--- src/rtl/agen_pkg.sv ---
package agen_pkg;
  localparam int unsigned ADDR_W = 32;
  typedef logic [ADDR_W-1:0] addr_t;

  // offset of element elem: an index value, or elem*(seg+1)*step
  function automatic addr_t elem_offset(input logic indexed, input addr_t idx_val,
                                        input addr_t elem, input addr_t seg,
                                        input addr_t step);
    addr_t o;
    if (indexed) o = idx_val;
    else         o = elem * (seg + addr_t'(1)) * step;
    return o;
  endfunction

  // address of segment slot j inside one element
  function automatic addr_t slot_addr(input addr_t base, input addr_t off,
                                      input addr_t j, input addr_t step);
    return base + off + j * step;
  endfunction
endpackage

--- src/rtl/agen_elem_pick.sv ---
module agen_elem_pick #(
  parameter int VL_MAX = 16,
  localparam int IW = $clog2(VL_MAX)
) (
  input  logic [VL_MAX-1:0] pending,
  output logic              any,
  output logic [VL_MAX-1:0] pick_1h,
  output logic [IW-1:0]     pick_idx
);
  logic [VL_MAX:0] below;   // below[k]: some pending bit under k

  assign below[0] = 1'b0;
  genvar k;
  generate
    for (k = 0; k < VL_MAX; k++) begin : g_scan
      assign pick_1h[k]  = pending[k] & ~below[k];
      assign below[k+1]  = below[k] | pending[k];
    end
  endgenerate

  assign any = below[VL_MAX];

  always_comb begin
    pick_idx = '0;
    for (int n = 0; n < VL_MAX; n++)
      if (pick_1h[n]) pick_idx = pick_idx | IW'(n);
  end

  // exactly one element is selected whenever any is pending
  always_comb begin
    a_r8_single_pick: assert ($onehot0(pick_1h) && (any == (pick_1h != '0)));
  end
endmodule

--- src/rtl/agen_addr_calc.sv ---
module agen_addr_calc
  import agen_pkg::*;
#(
  parameter int SEG_W = 3,
  parameter int IW    = 4
) (
  input  addr_t            base,
  input  addr_t            step,
  input  logic             indexed,
  input  addr_t            idx_val,
  input  logic [IW-1:0]    elem,
  input  logic [SEG_W-1:0] seg,
  input  logic [SEG_W-1:0] slot,
  output addr_t            addr
);
  addr_t off;
  assign off  = elem_offset(indexed, idx_val, addr_t'(elem), addr_t'(seg), step);
  assign addr = slot_addr(base, off, addr_t'(slot), step);
endmodule

--- src/rtl/seg_load_agen.sv ---
module seg_load_agen
  import agen_pkg::*;
#(
  parameter int VL_MAX = 16,
  parameter int SEG_W  = 3,
  parameter int REG_W  = 5,
  localparam int IW    = $clog2(VL_MAX)
) (
  input  logic              clk,
  input  logic              rst_n,
  input  logic              start,
  input  logic [ADDR_W-1:0] base_addr,
  input  logic [ADDR_W-1:0] elem_bytes,
  input  logic [ADDR_W-1:0] stride_val,
  input  logic              strided,
  input  logic              idx_vec,
  input  logic [SEG_W-1:0]  seg_len,
  input  logic [IW:0]       vec_len,
  input  logic [VL_MAX-1:0] pred_mask,
  input  logic              pred_en,
  input  logic              pred_inv,
  input  logic [REG_W-1:0]  dest_reg,
  output logic [IW-1:0]     idx_rd_elem,
  input  logic [ADDR_W-1:0] idx_rd_data,
  output logic              req_valid,
  input  logic              req_ready,
  output logic [ADDR_W-1:0] req_addr,
  output logic [REG_W-1:0]  req_reg,
  output logic [IW-1:0]     req_elem,
  output logic              done
);
  // latched operands and progress
  logic [VL_MAX-1:0] pending_q;
  logic [SEG_W-1:0]  slot_q, seg_q;
  addr_t             base_q, step_q;
  logic              idx_q;
  logic [REG_W-1:0]  rd_q;
  logic [IW:0]       vl_q;
  logic              done_q;

  // named events
  logic              busy, launch, accept, last_slot, final_accept;
  logic [VL_MAX-1:0] launch_mask, pick_1h, pending_after;
  logic [IW-1:0]     cur_elem;

  genvar k;
  generate
    for (k = 0; k < VL_MAX; k++) begin : g_mask
      assign launch_mask[k] = (IW+1)'(k) < vec_len &&
                              (!pred_en || (pred_mask[k] ^ pred_inv));
    end
  endgenerate

  agen_elem_pick #(.VL_MAX(VL_MAX)) u_pick (
    .pending (pending_q),
    .any     (busy),
    .pick_1h (pick_1h),
    .pick_idx(cur_elem)
  );

  agen_addr_calc #(.SEG_W(SEG_W), .IW(IW)) u_addr (
    .base   (base_q),
    .step   (step_q),
    .indexed(idx_q),
    .idx_val(idx_rd_data),
    .elem   (cur_elem),
    .seg    (seg_q),
    .slot   (slot_q),
    .addr   (req_addr)
  );

  assign launch        = start & ~busy;
  assign accept        = busy & req_ready;
  assign last_slot     = slot_q == seg_q;
  assign pending_after = pending_q & ~pick_1h;
  assign final_accept  = accept & last_slot & (pending_after == '0);

  assign req_valid   = busy;
  assign req_elem    = cur_elem;
  assign idx_rd_elem = cur_elem;
  assign req_reg     = rd_q + REG_W'(slot_q);
  assign done        = done_q;

  always_ff @(posedge clk or negedge rst_n) begin
    if (!rst_n) begin
      pending_q <= '0;
      slot_q    <= '0;
      seg_q     <= '0;
      base_q    <= '0;
      step_q    <= '0;
      idx_q     <= 1'b0;
      rd_q      <= '0;
      vl_q      <= '0;
      done_q    <= 1'b0;
    end else begin
      done_q <= 1'b0;
      if (launch) begin
        pending_q <= launch_mask;
        slot_q    <= '0;
        seg_q     <= seg_len;
        base_q    <= base_addr;
        step_q    <= strided ? stride_val : elem_bytes;
        idx_q     <= idx_vec;
        rd_q      <= dest_reg;
        vl_q      <= vec_len;
        done_q    <= (launch_mask == '0);
      end else if (accept) begin
        if (last_slot) begin
          pending_q <= pending_after;
          slot_q    <= '0;
          done_q    <= final_accept;
        end else begin
          slot_q <= slot_q + 1'b1;
        end
      end
    end
  end

  // a stalled request holds steady
  a_r8_hold_on_stall: assert property (@(posedge clk) disable iff (!rst_n)
    req_valid && !req_ready |=> req_valid && $stable(req_elem) && $stable(req_reg)
                                && $stable(req_addr));
  // slots inside a segment stay on one element
  a_r8_elem_within_seg: assert property (@(posedge clk) disable iff (!rst_n)
    accept && !last_slot |=> req_valid && req_elem == $past(req_elem));
  // slot counter never passes the segment length
  a_r5_slot_bound: assert property (@(posedge clk) disable iff (!rst_n)
    req_valid |-> slot_q <= seg_q);
  // no element at or above the vector length is issued
  a_r7_elem_in_range: assert property (@(posedge clk) disable iff (!rst_n)
    req_valid |-> {1'b0, req_elem} < vl_q);
  // done only when the stream has drained
  a_r10_done_idle: assert property (@(posedge clk) disable iff (!rst_n)
    done |-> !req_valid);
  // a start while busy leaves the stream running
  a_r11_start_ignored: assert property (@(posedge clk) disable iff (!rst_n)
    busy && start && !final_accept |=> req_valid && !done);
endmodule

--- config.mk ---
export PLATFORM = sky130hd
export DESIGN_NAME = seg_load_agen
export DESIGN_NICKNAME = d
export VERILOG_FILES = /design/src/rtl/agen_pkg.sv /design/src/rtl/agen_elem_pick.sv /design/src/rtl/agen_addr_calc.sv /design/src/rtl/seg_load_agen.sv
export SDC_FILE = /design/constraint.sdc
export NUM_CORES = 1
export LEC_CHECK = 0
export ABC_AREA = 1
export BUFFER_PORTS_ARGS = -buffer_cell sky130_fd_sc_hd__buf_2
export CAP_MARGIN = 20
export CORE_MARGIN = 3
export CORE_UTILIZATION = 50
export CTS_CLUSTER_SIZE = 20
export DETAILED_ROUTE_END_ITERATION = 7
export PLACE_DENSITY = 0.7
export SYNTH_ARGS = -nofsm -noshare
export SYNTH_HDL_FRONTEND = slang
export SYNTH_SLANG_ARGS = --single-unit
--- constraint.sdc ---
create_clock -name clk -period 32.8 [get_ports clk]
set_input_delay 6.56 -clock clk [delete_from_list [all_inputs] [get_ports clk]]
set_output_delay 6.56 -clock clk [all_outputs]
set_load 0.01 [all_outputs]
==> metrics.txt, run 1 <==
# TYPE chip_impl_metric gauge
chip_impl_info{name="status",value="complete, no violations"} 1
chip_impl_info{name="worst_setup_path_end_kind",value="primary output"} 1
chip_impl_metric{name="clk-insertion-delay-late",unit="ps"} 400
chip_impl_metric{name="ant_nets",unit=""} 0
chip_impl_metric{name="number_of_unique_standard_cell_types_used_by_synthesis",unit=""} 51
chip_impl_metric{name="worst-path-max-fanout",unit=""} 19
chip_impl_metric{name="period_needed",unit="ps"} 20140
chip_impl_metric{name="place.port_buffers",unit=""} 211
chip_impl_metric{name="synth.yosys.seq_area_share",unit="%"} 12.1
chip_impl_metric{name="synth-async-reset-ratio",unit="%"} 100
chip_impl_metric{name="antenna_violations_before_repair",unit=""} 0
chip_impl_info{name="synthFlopType",value="sky130_fd_sc_hd__dfrtp_1"} 1
chip_impl_metric{name="synth_enable_flop_cells",unit=""} 0
chip_impl_metric{name="register_bit_count_reported_by_yosys",unit=""} 93
chip_impl_metric{name="wl_met2",unit="um"} 25600
chip_impl_metric{name="clk_transition_reported_paths",unit="ps"} 80
chip_impl_info{name="min-delay-path-class",value="register to register"} 1
chip_impl_metric{name="antenna_cells_inserted",unit=""} 0
chip_impl_metric{name="place_congestion",unit=""} 0.919
chip_impl_metric{name="met3RoutedLength",unit="um"} 3340
chip_impl_metric{name="grt.total_usage",unit="%"} 27.0
chip_impl_metric{name="syn_area_per_cell",unit="sq um"} 7.56
chip_impl_info{name="criticalPathCategory",value="register to primary output"} 1
chip_impl_info{name="cp-start-kind",value="register"} 1
chip_impl_metric{name="fin_tns_setup",unit="ps"} 0
chip_impl_metric{name="post_cts_hold_buffer_count",unit=""} 0
chip_impl_metric{name="clock_tree.htree_level_count",unit=""} 3
chip_impl_metric{name="wirelength_routed",unit="um"} 53100
chip_impl_metric{name="yosys_warnings",unit=""} 0
chip_impl_metric{name="die_area",unit="sq um"} 40700
chip_impl_metric{name="detail_route.first_pass.iterations",unit=""} 5
chip_impl_info{name="tritoncts",value="done"} 1
chip_impl_metric{name="layout-drive-gt1-share",unit="%"} 10.4
chip_impl_metric{name="tightestPinTransition",unit="ps"} 1030
chip_impl_metric{name="cp_slowest_stage_delay",unit="ps"} 760
chip_impl_info{name="rsz0062_at_grt",value="false"} 1
chip_impl_info{name="yosys.area.top_type",value="sky130_fd_sc_hd__fa_1"} 1
chip_impl_metric{name="number_of_global_route_vias_before_repair",unit=""} 17400
chip_impl_metric{name="setup_failing_eps_final",unit=""} 0
chip_impl_metric{name="first_pass_grt_wire_length",unit="um"} 87300
chip_impl_metric{name="fp.coreArea",unit="sq um"} 37800
chip_impl_metric{name="detailedPlacementHpwl",unit="um"} 44300
chip_impl_info{name="most_frequent_cell_after_synthesis",value="sky130_fd_sc_hd__nand2_1"} 1
chip_impl_metric{name="final.period_utilization",unit="%"} 61.4
chip_impl_metric{name="initial_utilization",unit="%"} 50.8
chip_impl_info{name="critical-path-slowest-cell",value="sky130_fd_sc_hd__clkinv_1"} 1
chip_impl_metric{name="dpl.cell_count",unit=""} 3172
chip_impl_metric{name="syn_to_final_growth",unit="%"} 8.87
chip_impl_metric{name="drt-vias-per-instance",unit=""} 5.23
chip_impl_metric{name="route.vias.total",unit=""} 16700
chip_impl_metric{name="synth.top_cell.area_share",unit="%"} 27.8
chip_impl_metric{name="die_h",unit="um"} 202
chip_impl_metric{name="drc_errors",unit=""} 0
chip_impl_metric{name="slew-limit-headroom",unit="%"} 31.2
chip_impl_metric{name="wl_per_cell",unit="um"} 16.7
chip_impl_info{name="ys_top_cells_by_count",value="sky130_fd_sc_hd__nand2_1, sky130_fd_sc_hd__inv_1, sky130_fd_sc_hd__fa_1, sky130_fd_sc_hd__ha_1, sky130_fd_sc_hd__nor2_1"} 1
chip_impl_metric{name="largest_net_degree_at_the_start_of_global_routing",unit=""} 65
chip_impl_metric{name="cp.arrival",unit="ps"} 13580
chip_impl_metric{name="ctsResizeCount",unit=""} 0
chip_impl_metric{name="clockBufferDepth",unit=""} 2
chip_impl_metric{name="finish.net_count",unit=""} 3340
chip_impl_metric{name="floorplan.die.width",unit="um"} 202
chip_impl_metric{name="cts.sinks",unit=""} 93
chip_impl_info{name="path_common_cell",value="sky130_fd_sc_hd__fa_1"} 1
chip_impl_metric{name="final_max_slew_viols",unit=""} 0
chip_impl_metric{name="setup_fix_bufs_post_cts",unit=""} 0
chip_impl_metric{name="final_cell_count_no_fill",unit=""} 3190
chip_impl_metric{name="io-pin-count",unit=""} 212
chip_impl_metric{name="worst_clock_skew",unit="ps"} 18.8
chip_impl_metric{name="cp.required",unit="ps"} 26240
chip_impl_metric{name="met1Wirelength",unit="um"} 21900
chip_impl_info{name="highest_layer",value="met4"} 1
chip_impl_metric{name="syn-cell-area",unit="sq um"} 19200
chip_impl_metric{name="numCtsBuffers",unit=""} 9
chip_impl_metric{name="core.rowCount",unit=""} 71
chip_impl_metric{name="hold_violations",unit=""} 0
chip_impl_metric{name="netlist_instances",unit=""} 2534
chip_impl_info{name="cts_root_buf",value="sky130_fd_sc_hd__clkbuf_16"} 1
chip_impl_metric{name="first_iter_violations",unit=""} 859
chip_impl_metric{name="max_cap_violations",unit=""} 0
chip_impl_info{name="synth_top_cells_by_area",value="sky130_fd_sc_hd__fa_1, sky130_fd_sc_hd__ha_1, sky130_fd_sc_hd__nand2_1"} 1
chip_impl_metric{name="highest_clock_rate",unit="GHz"} 0.0497
chip_impl_metric{name="globalRoute.totalOverflow",unit=""} 0
chip_impl_metric{name="mappedNetlistNets",unit=""} 3200
## metrics by stage
step	hold slack (ps)	worst slack [ps]	util [%]	area, sq um
finish	493	12660	55.3	20900
global route	512	11670	55.3	20900
CTS	496	12680	55.2	20800
detailed placement	476	13160	54.3	20500
global placement	471	13610	54.3	20500
floorplan	453	14860	-	19200
## layout make-up
class / instances / area, sq um
clock inverters: 7 / 91.3
flip-flops and latches: 93 / 2330
multi-input cells: 1774 / 14300
fillers: 3626 / 16900
repair buffers: 223 / 1170
clock buffers: 9 / 225
well taps: 511 / 639
inverters: 573 / 2150
## routing by layer
metal | global-route usage [%] | vias to the layer above
met3 | 4.45 | 128
met1 | 33.9 | 8015
li1 | - | 7999
met5 | 0 | -
met4 | 10.8 | 0
met2 | 46.7 | 556
## sequential cells by signal (all words and copies together), names as in the netlist
signal and count:
idx_q 1, slot_q 3, rd_q 5, pending_q 16, done 1, seg_q 3
base_q 32, step_q 32
## kinds of logic after synthesis
group / after synthesis / share of synthesized area [%]
AOI/OAI and AO/OA: 296 / 8.88
xor gates and xnor gates: 65 / 2.97
adders and majority gates: 501 / 43.1
buffers and inverters: 667 / 13.5
DFF: 93 / 12.1
muxes: 2 / 0.104
and+or+nand+nor: 910 / 19.3
## final timing paths
check | to | start | slack (ps) | cells past startpoint
min in group asynchronous | done$_DFF_PN0_ | rst_n | 6110 | 1
setup reg to reg | step_q[0]$_DFFE_PN0P_ | pending_q[0]$_DFFE_PN0P_ | 29260 | 16
hold / removal | rd_q[0]$_DFFE_PN0P_ | rd_q[0]$_DFFE_PN0P_ | 490 | 2
hold reg to reg | rd_q[0]$_DFFE_PN0P_ | rd_q[0]$_DFFE_PN0P_ | 490 | 2
max in group asynchronous | step_q[7]$_DFFE_PN0P_ | rst_n | 25490 | 2
setup / recovery | req_addr[31] | pending_q[0]$_DFFE_PN0P_ | 12660 | 58
## critical path, delay by kind of cell (launching register included)
| family | cells | cell delay, ps |
|---|---|---|
| AO/OA/AOI/OAI | 8 | 1380 |
| XOR/XNOR | 1 | 210 |
| flip-flops | 1 | 410 |
| buffers and inverters | 12 | 1580 |
| adder cells (fa/ha/maj) | 14 | 5760 |
| AND/OR/NAND/NOR | 23 | 3800 |
## cells in the final DEF, fill, tap and decap left out, drive strengths merged, types with 2 or more instances in the layout
master / count
fa: 266
a21boi: 3
buf: 223
a21oi: 92
nand4: 19
nor4: 2
inv: 574
a21o: 6
nand2: 625
o21bai: 4
xnor2: 33
xor2: 32
o2111ai: 3
or2: 17
o21a: 3
o31ai: 2
clkinv: 5
clkbuf: 9
o21ai: 119
o221ai: 5
o211ai: 35
nor3: 15
mux2i: 2
ha: 235
dfrtp: 93
nand3: 59
a31oi: 12
nand3b: 4
nor2: 167
o22ai: 5
Power of run 1 is left out: the tool's default activity adds up to more than one toggle a clock period on the data nets, which glitch-free logic cannot reach.
==> run 2: changes to the inputs <==
==> constraint.sdc (replaced) <==
create_clock -name clk -period 20.5 [get_ports clk]
set_input_delay 4.1 -clock clk [delete_from_list [all_inputs] [get_ports clk]]
set_output_delay 4.1 -clock clk [all_outputs]
set_load 0.01 [all_outputs]
==> run 2 against run 1 <==
- die area unchanged
- cell area unchanged
- critical path depth increased by 2
- global-route usage is 0.21 points higher
- first-iteration DRC count is 11% higher
- highest routed layer unchanged
==> metrics.txt, run 2 (synthesis gave the netlist of run 1 again) <==
# TYPE chip_impl_metric gauge
chip_impl_info{name="status",value="complete, no violations"} 1
chip_impl_metric{name="core.rowCount",unit=""} 71
chip_impl_metric{name="antenna_violations_before_repair",unit=""} 0
chip_impl_metric{name="setup_fix_bufs_post_cts",unit=""} 0
chip_impl_metric{name="critical_path.n_buffers_inverters",unit=""} 14
chip_impl_metric{name="cts.sinks",unit=""} 93
chip_impl_metric{name="grt.total_usage",unit="%"} 27.2
chip_impl_metric{name="floorplan.die.width",unit="um"} 202
chip_impl_metric{name="worst-path-max-fanout",unit=""} 15
chip_impl_metric{name="cp.arrival",unit="ps"} 13520
chip_impl_metric{name="wirelength_routed",unit="um"} 53600
chip_impl_metric{name="hold_violations",unit=""} 0
chip_impl_info{name="rsz0062_at_grt",value="false"} 1
chip_impl_metric{name="ant_nets",unit=""} 0
chip_impl_metric{name="place.port_buffers",unit=""} 211
chip_impl_metric{name="number_of_global_route_vias_before_repair",unit=""} 17600
chip_impl_metric{name="detailedPlacementHpwl",unit="um"} 44600
chip_impl_metric{name="numCtsBuffers",unit=""} 9
chip_impl_metric{name="initial_utilization",unit="%"} 50.8
chip_impl_metric{name="wl_per_cell",unit="um"} 16.8
chip_impl_info{name="cp-start-kind",value="register"} 1
chip_impl_info{name="mostFrequentLayoutCell",value="sky130_fd_sc_hd__nand2_1"} 1
chip_impl_metric{name="die_h",unit="um"} 202
chip_impl_metric{name="clk-insertion-delay-late",unit="ps"} 400
chip_impl_metric{name="wl_met2",unit="um"} 26200
chip_impl_metric{name="ff2ff_setup_slack",unit="ps"} 16870
chip_impl_info{name="cts_root_buf",value="sky130_fd_sc_hd__clkbuf_16"} 1
chip_impl_metric{name="worst_clock_skew",unit="ps"} 12.8
chip_impl_metric{name="max_cap_violations",unit=""} 0
chip_impl_info{name="criticalPathCategory",value="register to primary output"} 1
chip_impl_metric{name="clock_tree.htree_level_count",unit=""} 3
chip_impl_metric{name="drc_errors",unit=""} 0
chip_impl_metric{name="layout-drive-gt1-share",unit="%"} 10.4
chip_impl_metric{name="route.vias.total",unit=""} 16700
chip_impl_metric{name="first_pass_grt_wire_length",unit="um"} 88200
chip_impl_metric{name="fp.coreArea",unit="sq um"} 37800
chip_impl_metric{name="antenna_cells_inserted",unit=""} 0
chip_impl_info{name="layout.cells.most_common_list",value="sky130_fd_sc_hd__nand2_1, sky130_fd_sc_hd__inv_1, sky130_fd_sc_hd__fa_1"} 1
chip_impl_metric{name="cp.required",unit="ps"} 16400
chip_impl_info{name="tritoncts",value="done"} 1
chip_impl_metric{name="clk_transition_reported_paths",unit="ps"} 80
chip_impl_metric{name="fin_tns_setup",unit="ps"} 0
chip_impl_metric{name="ctsResizeCount",unit=""} 0
chip_impl_info{name="critical-path-slowest-cell",value="sky130_fd_sc_hd__inv_1"} 1
chip_impl_info{name="worst_setup_path_end_kind",value="primary output"} 1
chip_impl_metric{name="io-pin-count",unit=""} 212
chip_impl_metric{name="tightestPinTransition",unit="ps"} 1030
chip_impl_info{name="path_common_cell",value="sky130_fd_sc_hd__inv_1"} 1
chip_impl_metric{name="met3RoutedLength",unit="um"} 3310
chip_impl_info{name="biggestRegsByFlops",value="base_q: 32 flops, step_q: 32 flops, pending_q: 16 flops"} 1
chip_impl_metric{name="largest_net_degree_at_the_start_of_global_routing",unit=""} 65
chip_impl_metric{name="syn_to_final_growth",unit="%"} 8.87
chip_impl_info{name="min-delay-path-class",value="register to register"} 1
chip_impl_metric{name="setup_failing_eps_final",unit=""} 0
chip_impl_info{name="critical-path-top-delay-family",value="adder cells"} 1
chip_impl_metric{name="place_congestion",unit=""} 0.912
chip_impl_metric{name="met1Wirelength",unit="um"} 21700
chip_impl_metric{name="die_area",unit="sq um"} 40700
chip_impl_metric{name="period_needed",unit="ps"} 17620
chip_impl_metric{name="post_cts_hold_buffer_count",unit=""} 0
chip_impl_metric{name="cp_slowest_stage_delay",unit="ps"} 660
chip_impl_metric{name="finish.net_count",unit=""} 3340
chip_impl_metric{name="final.period_utilization",unit="%"} 85.9
chip_impl_metric{name="drt-vias-per-instance",unit=""} 5.24
chip_impl_info{name="highest_layer",value="met4"} 1
chip_impl_metric{name="final_max_slew_viols",unit=""} 0
chip_impl_metric{name="slew-limit-headroom",unit="%"} 31.5
chip_impl_metric{name="first_iter_violations",unit=""} 951
chip_impl_metric{name="dpl.cell_count",unit=""} 3172
chip_impl_metric{name="highest_clock_rate",unit="GHz"} 0.0568
chip_impl_metric{name="clockBufferDepth",unit=""} 2
chip_impl_metric{name="globalRoute.totalOverflow",unit=""} 0
chip_impl_metric{name="detail_route.first_pass.iterations",unit=""} 5
chip_impl_metric{name="final_cell_count_no_fill",unit=""} 3190
==> run 2: final timing paths <==
| kind | startpoint | to | cells past startpoint |
|---|---|---|---|
| min | rd_q[4]$_DFFE_PN0P_ | rd_q[4]$_DFFE_PN0P_ | 2 |
| min in group asynchronous | rst_n | done$_DFF_PN0_ | 1 |
| min reg2reg | rd_q[4]$_DFFE_PN0P_ | rd_q[4]$_DFFE_PN0P_ | 2 |
| max | pending_q[0]$_DFFE_PN0P_ | req_addr[31] | 60 |
| max in group asynchronous | rst_n | step_q[2]$_DFFE_PN0P_ | 2 |
| max reg2reg | pending_q[0]$_DFFE_PN0P_ | done$_DFF_PN0_ | 16 |
==> run 2: stage by stage <==
stage,setup slack (ps),hold slack (ps),utilization [%],cell area [sq um]
floorplan,5020,453,-,19200
global placement,3770,471,54.3,20500
detailed placement,3390,491,54.3,20500
CTS,2920,513,55.2,20800
global route,1940,552,55.3,20900
finish,2880,510,55.3,20900
==> run 2: final cells by class <==
class,count,area [sq um]
clock inverter,7,91.3
fill,3621,16900
sequential,93,2330
inverter,573,2150
timing repair buffer,223,1170
tap,511,639
multi-input combinational,1774,14300
clock buffer,9,225
==> run 2: worst reg2reg max path, delay by kind of cell (launching register included) <==
family	cells	cell delay (ps)
compound gates	2	530
buf+inv	6	1480
flops	1	400
simple gates	8	1120
==> run 2: per-layer routing <==
layer	vias to the layer above	global-route usage, %
met1	8034	33.8
li1	7991	-
met2	573	47.8
met3	132	3.95
met5	-	0
met4	0	11.1
Power of run 2 is left out for the same reason.
